<file path="src/rtl/pwm_conv_pkg.sv">
package pwm_conv_pkg;

  typedef enum logic {
    MODE_ALL  = 1'b0,
    MODE_LAST = 1'b1
  } conv_mode_e;

  // Width needed to index n values, never below one bit.
  function automatic int unsigned bits_for(input int unsigned n);
    return (n <= 2) ? 1 : $clog2(n);
  endfunction

endpackage

</file>
<file path="src/rtl/pwm_ramp_gen.sv">
module pwm_ramp_gen
  import pwm_conv_pkg::*;
#(
  parameter int unsigned SUB_LEN = 256,
  parameter int unsigned N_SUB   = 4,
  localparam int unsigned RAMP_W = bits_for(SUB_LEN),
  localparam int unsigned SUB_W  = bits_for(N_SUB)
) (
  input  logic              clk,
  input  logic              rst_n,
  input  logic              sync_i,
  output logic [RAMP_W-1:0] ramp_o,
  output logic [SUB_W-1:0]  sub_o,
  output logic              sub_last_o
);

  localparam logic [RAMP_W-1:0] RAMP_MAX = RAMP_W'(SUB_LEN - 1);
  localparam logic [SUB_W-1:0]  SUB_MAX  = SUB_W'(N_SUB - 1);

  logic [RAMP_W-1:0] ramp_q, ramp_d;
  logic [SUB_W-1:0]  sub_q, sub_d;
  logic              at_top;

  assign at_top = (ramp_q == RAMP_MAX);

  always_comb begin
    ramp_d = ramp_q;
    sub_d  = sub_q;
    if (sync_i) begin
      ramp_d = '0;
      sub_d  = '0;
    end else if (at_top) begin
      ramp_d = '0;
      sub_d  = (sub_q == SUB_MAX) ? sub_q : SUB_W'(sub_q + 1'b1);
    end else begin
      ramp_d = RAMP_W'(ramp_q + 1'b1);
    end
  end

  always_ff @(posedge clk or negedge rst_n) begin
    if (!rst_n) begin
      ramp_q <= '0;
      sub_q  <= '0;
    end else begin
      ramp_q <= ramp_d;
      sub_q  <= sub_d;
    end
  end

  assign ramp_o     = ramp_q;
  assign sub_o      = sub_q;
  assign sub_last_o = at_top;

endmodule

</file>
<file path="src/rtl/pwm_duty_cnt.sv">
module pwm_duty_cnt
  import pwm_conv_pkg::*;
#(
  parameter int unsigned CW = 16
) (
  input  logic          clk,
  input  logic          rst_n,
  input  logic          sync_i,
  input  logic          pwm_i,
  input  logic          mode_i,
  input  logic          sub_last_i,
  output logic [CW-1:0] hi_o,
  output logic [CW-1:0] lo_o
);

  conv_mode_e    mode_q, mode_d;
  logic [CW-1:0] cnt_hi_q, cnt_hi_d, cnt_lo_q, cnt_lo_d;
  logic [CW-1:0] snap_hi_q, snap_hi_d, snap_lo_q, snap_lo_d;
  logic [CW-1:0] end_hi, end_lo;
  logic          last_mode, close_sub;

  function automatic logic [CW-1:0] sat_inc(input logic [CW-1:0] v, input logic en);
    return (en && (v != '1)) ? CW'(v + 1'b1) : v;
  endfunction

  assign last_mode = (mode_q == MODE_LAST);
  assign close_sub = last_mode && sub_last_i;
  assign end_hi    = sat_inc(cnt_hi_q, pwm_i);
  assign end_lo    = sat_inc(cnt_lo_q, !pwm_i);

  always_comb begin
    mode_d    = sync_i ? conv_mode_e'(mode_i) : mode_q;
    cnt_hi_d  = (sync_i || close_sub) ? '0 : end_hi;
    cnt_lo_d  = (sync_i || close_sub) ? '0 : end_lo;
    snap_hi_d = snap_hi_q;
    snap_lo_d = snap_lo_q;
    if (sync_i) begin
      snap_hi_d = '0;
      snap_lo_d = '0;
    end else if (close_sub) begin
      snap_hi_d = end_hi;
      snap_lo_d = end_lo;
    end
  end

  always_ff @(posedge clk or negedge rst_n) begin
    if (!rst_n) begin
      mode_q    <= MODE_ALL;
      cnt_hi_q  <= '0;
      cnt_lo_q  <= '0;
      snap_hi_q <= '0;
      snap_lo_q <= '0;
    end else begin
      mode_q    <= mode_d;
      cnt_hi_q  <= cnt_hi_d;
      cnt_lo_q  <= cnt_lo_d;
      snap_hi_q <= snap_hi_d;
      snap_lo_q <= snap_lo_d;
    end
  end

  // Operands presented in the sync cycle.
  assign hi_o = last_mode ? (sub_last_i ? end_hi : snap_hi_q) : end_hi;
  assign lo_o = last_mode ? (sub_last_i ? end_lo : snap_lo_q) : end_lo;

endmodule

</file>
<file path="src/rtl/pwm_ratio_div.sv">
module pwm_ratio_div #(
  parameter int unsigned CW     = 16,
  parameter int unsigned FRAC_W = 12,
  localparam int unsigned RW    = FRAC_W + 2
) (
  input  logic          clk,
  input  logic          rst_n,
  input  logic          start_i,
  input  logic [CW-1:0] hi_i,
  input  logic [CW-1:0] lo_i,
  output logic          valid_o,
  output logic [RW-1:0] result_o,
  output logic          sign_o,
  output logic          err_o
);

  localparam int unsigned NW     = CW + FRAC_W;
  localparam int unsigned STEP_W = $clog2(NW + 1);
  localparam logic [STEP_W-1:0] STEP_END = STEP_W'(NW - 1);

  logic              busy_q, busy_d;
  logic [STEP_W-1:0] step_q, step_d;
  logic [NW-1:0]     num_q, num_d, quo_q, quo_d;
  logic [CW:0]       rem_q, rem_d, den_q, den_d;
  logic              neg_q, neg_d, zero_q, zero_d;
  logic              valid_q, valid_d, sign_q, sign_d, err_q, err_d;
  logic [RW-1:0]     res_q, res_d;
  logic [CW+1:0]     trial, trial_sub;
  logic [CW:0]       den_in;
  logic [CW-1:0]     diff_in;
  logic [RW-1:0]     mag;
  logic              qbit;

  always_comb begin
    den_in    = {1'b0, hi_i} + {1'b0, lo_i};
    diff_in   = (lo_i > hi_i) ? CW'(lo_i - hi_i) : CW'(hi_i - lo_i);
    trial     = {rem_q, num_q[NW-1]};
    trial_sub = trial - {1'b0, den_q};
    qbit      = (trial >= {1'b0, den_q});

    busy_d  = busy_q;
    step_d  = step_q;
    num_d   = num_q;
    quo_d   = quo_q;
    rem_d   = rem_q;
    den_d   = den_q;
    neg_d   = neg_q;
    zero_d  = zero_q;
    res_d   = res_q;
    sign_d  = sign_q;
    err_d   = err_q;
    valid_d = 1'b0;
    mag     = '0;

    if (start_i) begin
      busy_d = 1'b1;
      step_d = '0;
      num_d  = {diff_in, {FRAC_W{1'b0}}};
      quo_d  = '0;
      rem_d  = '0;
      den_d  = den_in;
      neg_d  = (lo_i > hi_i);
      zero_d = (den_in == '0);
    end else if (busy_q) begin
      rem_d = qbit ? trial_sub[CW:0] : trial[CW:0];
      num_d = {num_q[NW-2:0], 1'b0};
      quo_d = {quo_q[NW-2:0], qbit};
      if (step_q == STEP_END) begin
        busy_d  = 1'b0;
        valid_d = 1'b1;
        mag     = {1'b0, quo_d[FRAC_W:0]};
        res_d   = zero_q ? '0 : (neg_q ? RW'(-mag) : mag);
        sign_d  = !zero_q && neg_q;
        err_d   = zero_q;
      end else begin
        step_d = STEP_W'(step_q + 1'b1);
      end
    end
  end

  always_ff @(posedge clk or negedge rst_n) begin
    if (!rst_n) begin
      busy_q  <= 1'b0;
      step_q  <= '0;
      num_q   <= '0;
      quo_q   <= '0;
      rem_q   <= '0;
      den_q   <= '0;
      neg_q   <= 1'b0;
      zero_q  <= 1'b0;
      res_q   <= '0;
      sign_q  <= 1'b0;
      err_q   <= 1'b0;
      valid_q <= 1'b0;
    end else begin
      busy_q  <= busy_d;
      step_q  <= step_d;
      num_q   <= num_d;
      quo_q   <= quo_d;
      rem_q   <= rem_d;
      den_q   <= den_d;
      neg_q   <= neg_d;
      zero_q  <= zero_d;
      res_q   <= res_d;
      sign_q  <= sign_d;
      err_q   <= err_d;
      valid_q <= valid_d;
    end
  end

  assign valid_o  = valid_q;
  assign result_o = res_q;
  assign sign_o   = sign_q;
  assign err_o    = err_q;

endmodule

</file>
<file path="src/rtl/pwm_dual_cnt_conv.sv">
module pwm_dual_cnt_conv
  import pwm_conv_pkg::*;
#(
  parameter int unsigned CW      = 16,
  parameter int unsigned FRAC_W  = 12,
  parameter int unsigned SUB_LEN = 256,
  parameter int unsigned N_SUB   = 4,
  localparam int unsigned RAMP_W = bits_for(SUB_LEN),
  localparam int unsigned SUB_W  = bits_for(N_SUB),
  localparam int unsigned RW     = FRAC_W + 2
) (
  input  logic              clk,
  input  logic              rst_n,
  input  logic              sync_i,
  input  logic              pwm_i,
  input  logic              mode_i,
  output logic [RAMP_W-1:0] ramp_o,
  output logic [SUB_W-1:0]  sub_o,
  output logic              valid_o,
  output logic [RW-1:0]     result_o,
  output logic              sign_o,
  output logic              err_o
);

  logic [1:0]    rst_pipe_q;
  logic          rst_sync_n;
  logic          sub_last;
  logic [CW-1:0] hi_cnt, lo_cnt;

  always_ff @(posedge clk or negedge rst_n) begin
    if (!rst_n) begin
      rst_pipe_q <= 2'b00;
    end else begin
      rst_pipe_q <= {rst_pipe_q[0], 1'b1};
    end
  end
  assign rst_sync_n = rst_pipe_q[1];

  pwm_ramp_gen #(
    .SUB_LEN(SUB_LEN),
    .N_SUB  (N_SUB)
  ) u_ramp (
    .clk       (clk),
    .rst_n     (rst_sync_n),
    .sync_i    (sync_i),
    .ramp_o    (ramp_o),
    .sub_o     (sub_o),
    .sub_last_o(sub_last)
  );

  pwm_duty_cnt #(
    .CW(CW)
  ) u_cnt (
    .clk       (clk),
    .rst_n     (rst_sync_n),
    .sync_i    (sync_i),
    .pwm_i     (pwm_i),
    .mode_i    (mode_i),
    .sub_last_i(sub_last),
    .hi_o      (hi_cnt),
    .lo_o      (lo_cnt)
  );

  pwm_ratio_div #(
    .CW    (CW),
    .FRAC_W(FRAC_W)
  ) u_div (
    .clk     (clk),
    .rst_n   (rst_sync_n),
    .start_i (sync_i),
    .hi_i    (hi_cnt),
    .lo_i    (lo_cnt),
    .valid_o (valid_o),
    .result_o(result_o),
    .sign_o  (sign_o),
    .err_o   (err_o)
  );

endmodule

</file>
<file path="config.mk">
export PLATFORM = sky130hd
export DESIGN_NAME = pwm_dual_cnt_conv
export DESIGN_NICKNAME = d
export VERILOG_FILES = /design/src/rtl/pwm_conv_pkg.sv /design/src/rtl/pwm_ramp_gen.sv /design/src/rtl/pwm_duty_cnt.sv /design/src/rtl/pwm_ratio_div.sv /design/src/rtl/pwm_dual_cnt_conv.sv
export SDC_FILE = /design/constraint.sdc
export NUM_CORES = 1
export LEC_CHECK = 0
export ABC_CLOCK_PERIOD_IN_PS = 5100
export BUFFER_PORTS_ARGS = -buffer_cell sky130_fd_sc_hd__buf_2
export CAP_MARGIN = 25
export CORE_MARGIN = 2
export CORE_UTILIZATION = 50
export DETAILED_ROUTE_END_ITERATION = 16
export PLACE_DENSITY = 0.69
export SYNTH_ARGS = -nofsm -noshare
export SYNTH_HDL_FRONTEND = slang
export SYNTH_SLANG_ARGS = --single-unit
</file>
<file path="constraint.sdc">
create_clock -name clk -period 5.1 [get_ports clk]
set_clock_uncertainty 0.15 [all_clocks]
set_input_delay 0 -clock clk [delete_from_list [all_inputs] [get_ports clk]]
set_output_delay 0 -clock clk [all_outputs]
set_load 0.01 [all_outputs]
</file>
# [Yosys cells after proc, flatten, opt, wreduce, memory -nomap -nowiden]
# Cells that the tools add are included.
[totals] reg_bits=176 input_bits=5 output_inout_bits=27 wordCells=90
[classes] add_sub_neg=10 n_lt_le_gt_ge=2 eq_ne=7 muxes=36 bitwise=1 n_reduce_logical=14
[ops] operator="$mux W16" count=13
[ops] operator="$mux W28" count=2
[ops] operator="$mux W17" count=3
[ops] operator="$add A16 B1 Y16 const B" count=2
[ops] operator="$ne A16 B16 Y1 const B" count=2
[ops] operator="$sub A16 B16 Y16" count=2
[ops] operator="$mux W14" count=2
[ops] operator="$mux W12" count=2
[ops] operator="$ge A18 B17 Y1" count=1
[ops] operator="$add A16 B16 Y17" count=1
[ops] operator="$logic_not A17 Y1" count=1
[ops] operator="$sub A17 B17 Y17" count=1
[ops] operator="$gt A16 B16 Y1" count=1
[ops] operator="$mux W8" count=2
[ops] operator="$mux W5" count=3
[ops] operator="$neg A13 Y14" count=1
[ops] operator="$add A8 B1 Y8 const B" count=1
[ops] operator="$eq A8 B8 Y1 const B" count=1
[ops] operator="$mux W1" count=6
[ops] operator="$mux W2" count=3
[ops] operator="$reduce_bool A2 Y1" count=3
[ops] operator="$add A5 B1 Y5 const B" count=1
[ops] operator="$eq A5 B5 Y1 const B" count=1
[ops] operator="$logic_and A1 B1 Y1" count=4
[ops] operator="8 further kinds" count=11

# [Logic depth before layout (Yosys ltp)]
[logic_depth] ltp_word=8 mapped_depth=26 ltp_nobuf=23

# [Hierarchy]
# Synthesis repeated with hierarchy kept, for this count alone.
[hier_totals] hier_cells=1308 hier_area_um2=11423.5
[modules_own_cells] module="pwm_ratio_div" instances=1 cells_per_inst=850 area_each_um2=7284.5 seq_area_each_um2=2177.1
[modules_own_cells] module="pwm_duty_cnt" instances=1 cells_per_inst=404 area_each_um2=3577.2 seq_area_each_um2=1626.6
[modules_own_cells] module="pwm_ramp_gen" instances=1 cells_per_inst=51 area_each_um2=508.0 seq_area_each_um2=250.2
[modules_own_cells] module="pwm_dual_cnt_conv" instances=1 cells_per_inst=3 area_each_um2=53.8 seq_area_each_um2=50.0

# [Worst setup path before layout]
# No wires, ideal clock.
[synth_timing] path_type="register -> register" from="register u_cnt.cnt_lo_q[0]" to="register u_div.num_q[25]" setup_ns=0.137 arrival_ns=4.885 required_time_ns=4.813 setup_slack_ns=-0.072 path_stages_with_launch=25 n_path_buf=2 period_less_slack_ns=5.172 path_cell_list="dfrtp_1 -> ha_1 -> and4_2 -> a41oi_4 -> and4_1 -> and3_1 -> and3_1 -> nand3_1 -> xor2_1 -> nand2_1 -> o21a_1 -> ha_1 -> clkbuf_1 -> or4_1 -> nor2_1 -> nand4_1 -> nand2_1 -> and3b_1 -> a21oi_2 -> buf_2 -> mux2i_1 -> o221ai_1 -> o21ai_1 -> xnor2_1 -> mux2i_1"
[synth_via] elab_chain_cells=8 word_cells_on_any_way=11 classes_between="3 x add/sub; 1 x order compare; 1 x eq/ne; 5 x mux; 1 x reduce/logical"
[synth_lines] item="from (decl)" line_no="pwm_duty_cnt.sv:17" text="logic [CW-1:0] cnt_hi_q, cnt_hi_d, cnt_lo_q, cnt_lo_d;"
[synth_lines] item="from (signal assigned)" line_no="pwm_duty_cnt.sv:56" text="cnt_lo_q <= cnt_lo_d;"
[synth_lines] item="branches (longest 2 deep; another with $add A16 B1 Y16)"
[synth_lines] item="$mux W16 (*)" line_no="pwm_duty_cnt.sv:23" text="return (en && (v != '1)) ? CW'(v + 1'b1) : v;"
[synth_lines] item="$mux W16" line_no="pwm_duty_cnt.sv:64" text="assign lo_o = last_mode ? (sub_last_i ? end_lo : snap_lo_q) : end_lo;"
[synth_lines] item="$mux W16 (*)" line_no="pwm_duty_cnt.sv:64"
[synth_lines] item="$sub A16 B16 Y16 or $gt A16 B16 Y1 (tied branches)" line_no="pwm_ratio_div.sv:36" text="diff_in = (lo_i > hi_i) ? CW'(lo_i - hi_i) : CW'(hi_i - lo_i);"
[synth_lines] item="$mux W16 (*)" line_no="pwm_ratio_div.sv:36"
[synth_lines] item="$mux W28 (*)" line_no="pwm_ratio_div.sv:55" text="if (start_i) begin"
[synth_lines] item="to (signal assigned)" line_no="pwm_ratio_div.sv:98" text="num_q <= num_d;"
[synth_lines] item="to (decl)" line_no="pwm_ratio_div.sv:23" text="logic [NW-1:0] num_q, num_d, quo_q, quo_d;"
# Every way passes the cells marked *.
# A chain may end at the register's enable or synchronous reset.

# [Final worst setup path]
[layout_timing] from="register u_cnt.cnt_lo_q[0]" to="register u_div.num_q[26]"
# The elaborated chain is that of the path after synthesis.

==> results by group <==
Synth
  • Seq cells post-synth: approximately 160
  • Main area contributors after synthesis: dfrtp_1, ha_1, nand2_1, nor2_1, mux2i_1
  • Post-synth EDFFs: 0
  • Syn nets: between 1000 and 1500
  • Syn avg cell area: roughly 9 um2
  • Most frequently used flop master after synthesis: dfrtp_1
  • Most common cell in the netlist: dfrtp_1
  • Most instantiated cells after synthesis: dfrtp_1, nand2_1, nor2_1
  • Yosys Warn Count: 0
  • Post-synth ARST share: 1.00
  • Yosys top cell area share: 0.378
  • Post-synthesis sequential area ratio: 0.378
  • Netlist cell types: 87
  • Synth area leader: dfrtp_1
  • Cell Area, Synth: between 0.01 and 0.015 mm2
  • Cells after Synth: 1239

GRT
  • Largest net degree at the start of global routing: a little over 90
  • Antenna violations before repair: 0
  • Vias in the first global route: between 8000 and 9000
  • First-pass GRT wire length: approximately 42 mm
  • Congestion Overflow GR: 0
  • Total GRT Usage: 0.230

STA
  • Tcrit/Tclk final: 0.986
  • Final TNS setup: 0 ps
  • Final Hold Fails: 0
  • Slew margin rel.: 0.310
  • Maximum clock rate: roughly 200 MHz
  • Count of final setup violators: 0
  • Worst-Margin Slew: roughly 1000 ps
  • RSZ-0062 raised after global routing: true
  • Slew Viols, Final: 0
  • Tmin final: 5030 ps

Power
  • PwrDens: around 390 mW/mm2
  • Leak: roughly 6 nW
  • Worst vdd ir: roughly 210 uV
  • Total power: 4.98 mW

Drt
  • Routed vias/inst: 5.60
  • Initial DRT Pass Iterations: 5
  • Total wire length: roughly 26 mm
  • Drc violations: 0
  • DR vias: slightly below 9000
  • WL/cell: around 16 um
  • Iter 0 DRT Violations: 560
  • Post-DRT Antenna Nets: 0

Finish
  • Non-Filler Instances: ~1600
  • Layout cells sized above 1: 0.179
  • Area grow syn2layout: 17.4%
  • Fin nets: between 1000 and 1500
  • Ant. Diodes: 0

Floorplanning
  • Initial Util: 0.513
  • Core Box Area: roughly 0.021 mm2
  • # IOs: 32
  • Die Y-Extent: around 150 um
  • DIE WIDTH: around 150 um
  • Die Area: between 0.02 and 0.025 mm2
  • Row Count: 53

Clock tree
  • Total CTS buffers: 17
  • Clk Latency, worst-skew pair: between 400 and 500 ps
  • Worst-path clk slew: 70 ps
  • Htree depth: 4
  • Clock buffer depth: 2
  • CTS tree: done
  • Clock root buffer: clkbuf_16
  • Num Clock Sinks: 164

Worst setup path
  • Cells on worst reg2reg path: 24
  • WS Path Type: reg2reg
  • CP Max Fanout: 4
  • R2r setup slk: between 60 and 70 ps
  • Reg2reg end: u_div.num_q[26]$_DFFE_PN0P_
  • CP endpoint kind: register
  • Slowest Stage Delay on Critical Path: just over 500 ps
  • R2R Path Start: u_cnt.cnt_lo_q[0]$_DFF_PN0_
  • Critical Path, Cell by Cell: ha_2 > and4_4 > a41oi_4 > and4_1 > and3_4 > and3_4 > nand3_4 > nor2_4 > xnor2_2 > nand2_1 > o21a_1 > ha_4 > or4_4 > nor2_2 > nand4_1 > nand2_1 > and3b_2 > a21oi_4 > buf_12 > mux2i_4 > a31o_1 > a21oi_2 > xnor2_1 > a21oi_1
  • Worst EP arrival: between 5000 and 6000 ps
  • Worst Path Required: around 5200 ps
  • Cell family with most CP delay: simple AND/OR/NAND/NOR gates
  • CP Buf/Inv Count: 1
  • Slowest cell on the critical path: or4_4
  • CP startpoint kind: register

Job
  • Max_cap viols: 0

Place
  • GPL Wtd Cong: 0.979
  • I/O Buffers: 31
  • Placed cell count: approximately 1500
  • Post-DP HPWL: between 15 and 20 mm

Run status
  • Status: completed

Min path
  • Class of the worst hold path: reg2async
==> state kept, by name (all words and copies together), names as in the netlist, 5 cells and up <==
name / count
u_cnt.cnt_hi_q: 16
u_cnt.cnt_lo_q: 16
u_cnt.snap_hi_q: 16
u_cnt.snap_lo_q: 16
u_div.den_q: 17
u_div.num_q: 16
u_div.quo_q: 12
u_div.rem_q: 17
u_div.result_o: 14
u_div.step_q: 5
u_ramp.ramp_o: 8
==> timing repair <==
item                       4_1_cts  5_1_grt
hold buffers                     5        1
gates resized for setup          7       65
pin swaps                        0       34
setup endpoints to repair        3       13
buffers inserted                 1       23
hold endpoints to repair        34        1
==> kinds of logic after synthesis <==
family	Yosys count	synth area share
muxes	59	0.0564
DFF	164	0.378
other	1	0.000346
xor gates and xnor gates	82	0.0662
AOI/OAI and AO/OA	285	0.170
buffers and inverters	141	0.0549
and+or+nand+nor	433	0.186
adders and majority gates	74	0.0874
==> how the worst max path moves through the flow <==
stage	from	endpoint	depth (start not counted)
2_1_floorplan	u_cnt.cnt_lo_q[0]$_DFF_PN0_	u_div.num_q[25]$_DFFE_PN0P_	25
3_3_place_gp	u_cnt.cnt_lo_q[0]$_DFF_PN0_	u_div.num_q[25]$_DFFE_PN0P_	24
3_5_place_dp	u_cnt.cnt_lo_q[0]$_DFF_PN0_	u_div.num_q[25]$_DFFE_PN0P_	24
4_1_cts	u_cnt.cnt_lo_q[0]$_DFF_PN0_	u_div.num_q[25]$_DFFE_PN0P_	23
5_1_grt	u_cnt.cnt_lo_q[0]$_DFF_PN0_	u_div.num_q[25]$_DFFE_PN0P_	24
6_report	u_cnt.cnt_lo_q[0]$_DFF_PN0_	u_div.num_q[26]$_DFFE_PN0P_	24
==> power breakdown <==
part	internal [mW]	total, mW	switching, mW	leakage [nW]
clock network	0.720	1.28	0.559	0.283
registers	1.46	1.58	0.118	2.20
logic	0.931	2.12	1.19	3.51
total	3.11	4.98	1.86	5.99
==> routing by layer <==
layer	global-route usage	vias up	part of all wire
met4	0.0757	0	0.023
met1	0.305	4283	0.46
met3	0.0346	49	0.035
li1	-	4418	-
met5	0	-	0
met2	0.385	179	0.48
==> cells in the final DEF, fill, tap and decap left out, types with 7 or more instances in the layout <==
cell type,synthesis,routed
o21bai_1,13,13
nand2b_1,9,9
nor4_1,7,7
a31oi_1,7,7
nor2_2,2,8
xnor2_2,0,8
dfrtp_1,164,160
o21ai_0,57,57
nand4_1,12,12
a211oi_1,17,17
o31ai_1,8,7
buf_2,3,30
buf_4,1,69
a21oi_1,61,55
ha_1,71,63
nor3_1,16,14
inv_1,70,70
mux2i_1,53,51
xnor2_1,50,42
a21o_1,12,12
or3_1,8,8
nand2_1,147,146
o21ai_1,33,32
nor2_1,142,135
xor2_1,32,26
clkbuf_16,0,17
o21a_1,31,29
nand3_1,34,30
==> per-stage QoR <==
| stage | setup slack, ps | utilization | hold slack [ps] | area (um2) |
|---|---|---|---|---|
| final | 69.2 | 0.602 | 191 | 12700 |
| after global routing | -88.4 | 0.602 | 219 | 12700 |
| after CTS | -25.9 | 0.575 | 205 | 12200 |
| after detailed placement | -21.4 | 0.543 | -364 | 11500 |
| after global placement | 110 | 0.543 | -364 | 11500 |
| after floorplan | 1.09 | - | -446 | 10900 |
==> area by class of cell <==
type,instances,area [um2]
tap,275,344
fill,1768,8410
inverter,79,297
sequential,164,4110
multi-input combinational,934,6550
timing repair buffer,112,853
clock inverter,11,116
clock buffer,20,467
Power figures use the tool's default switching activity.
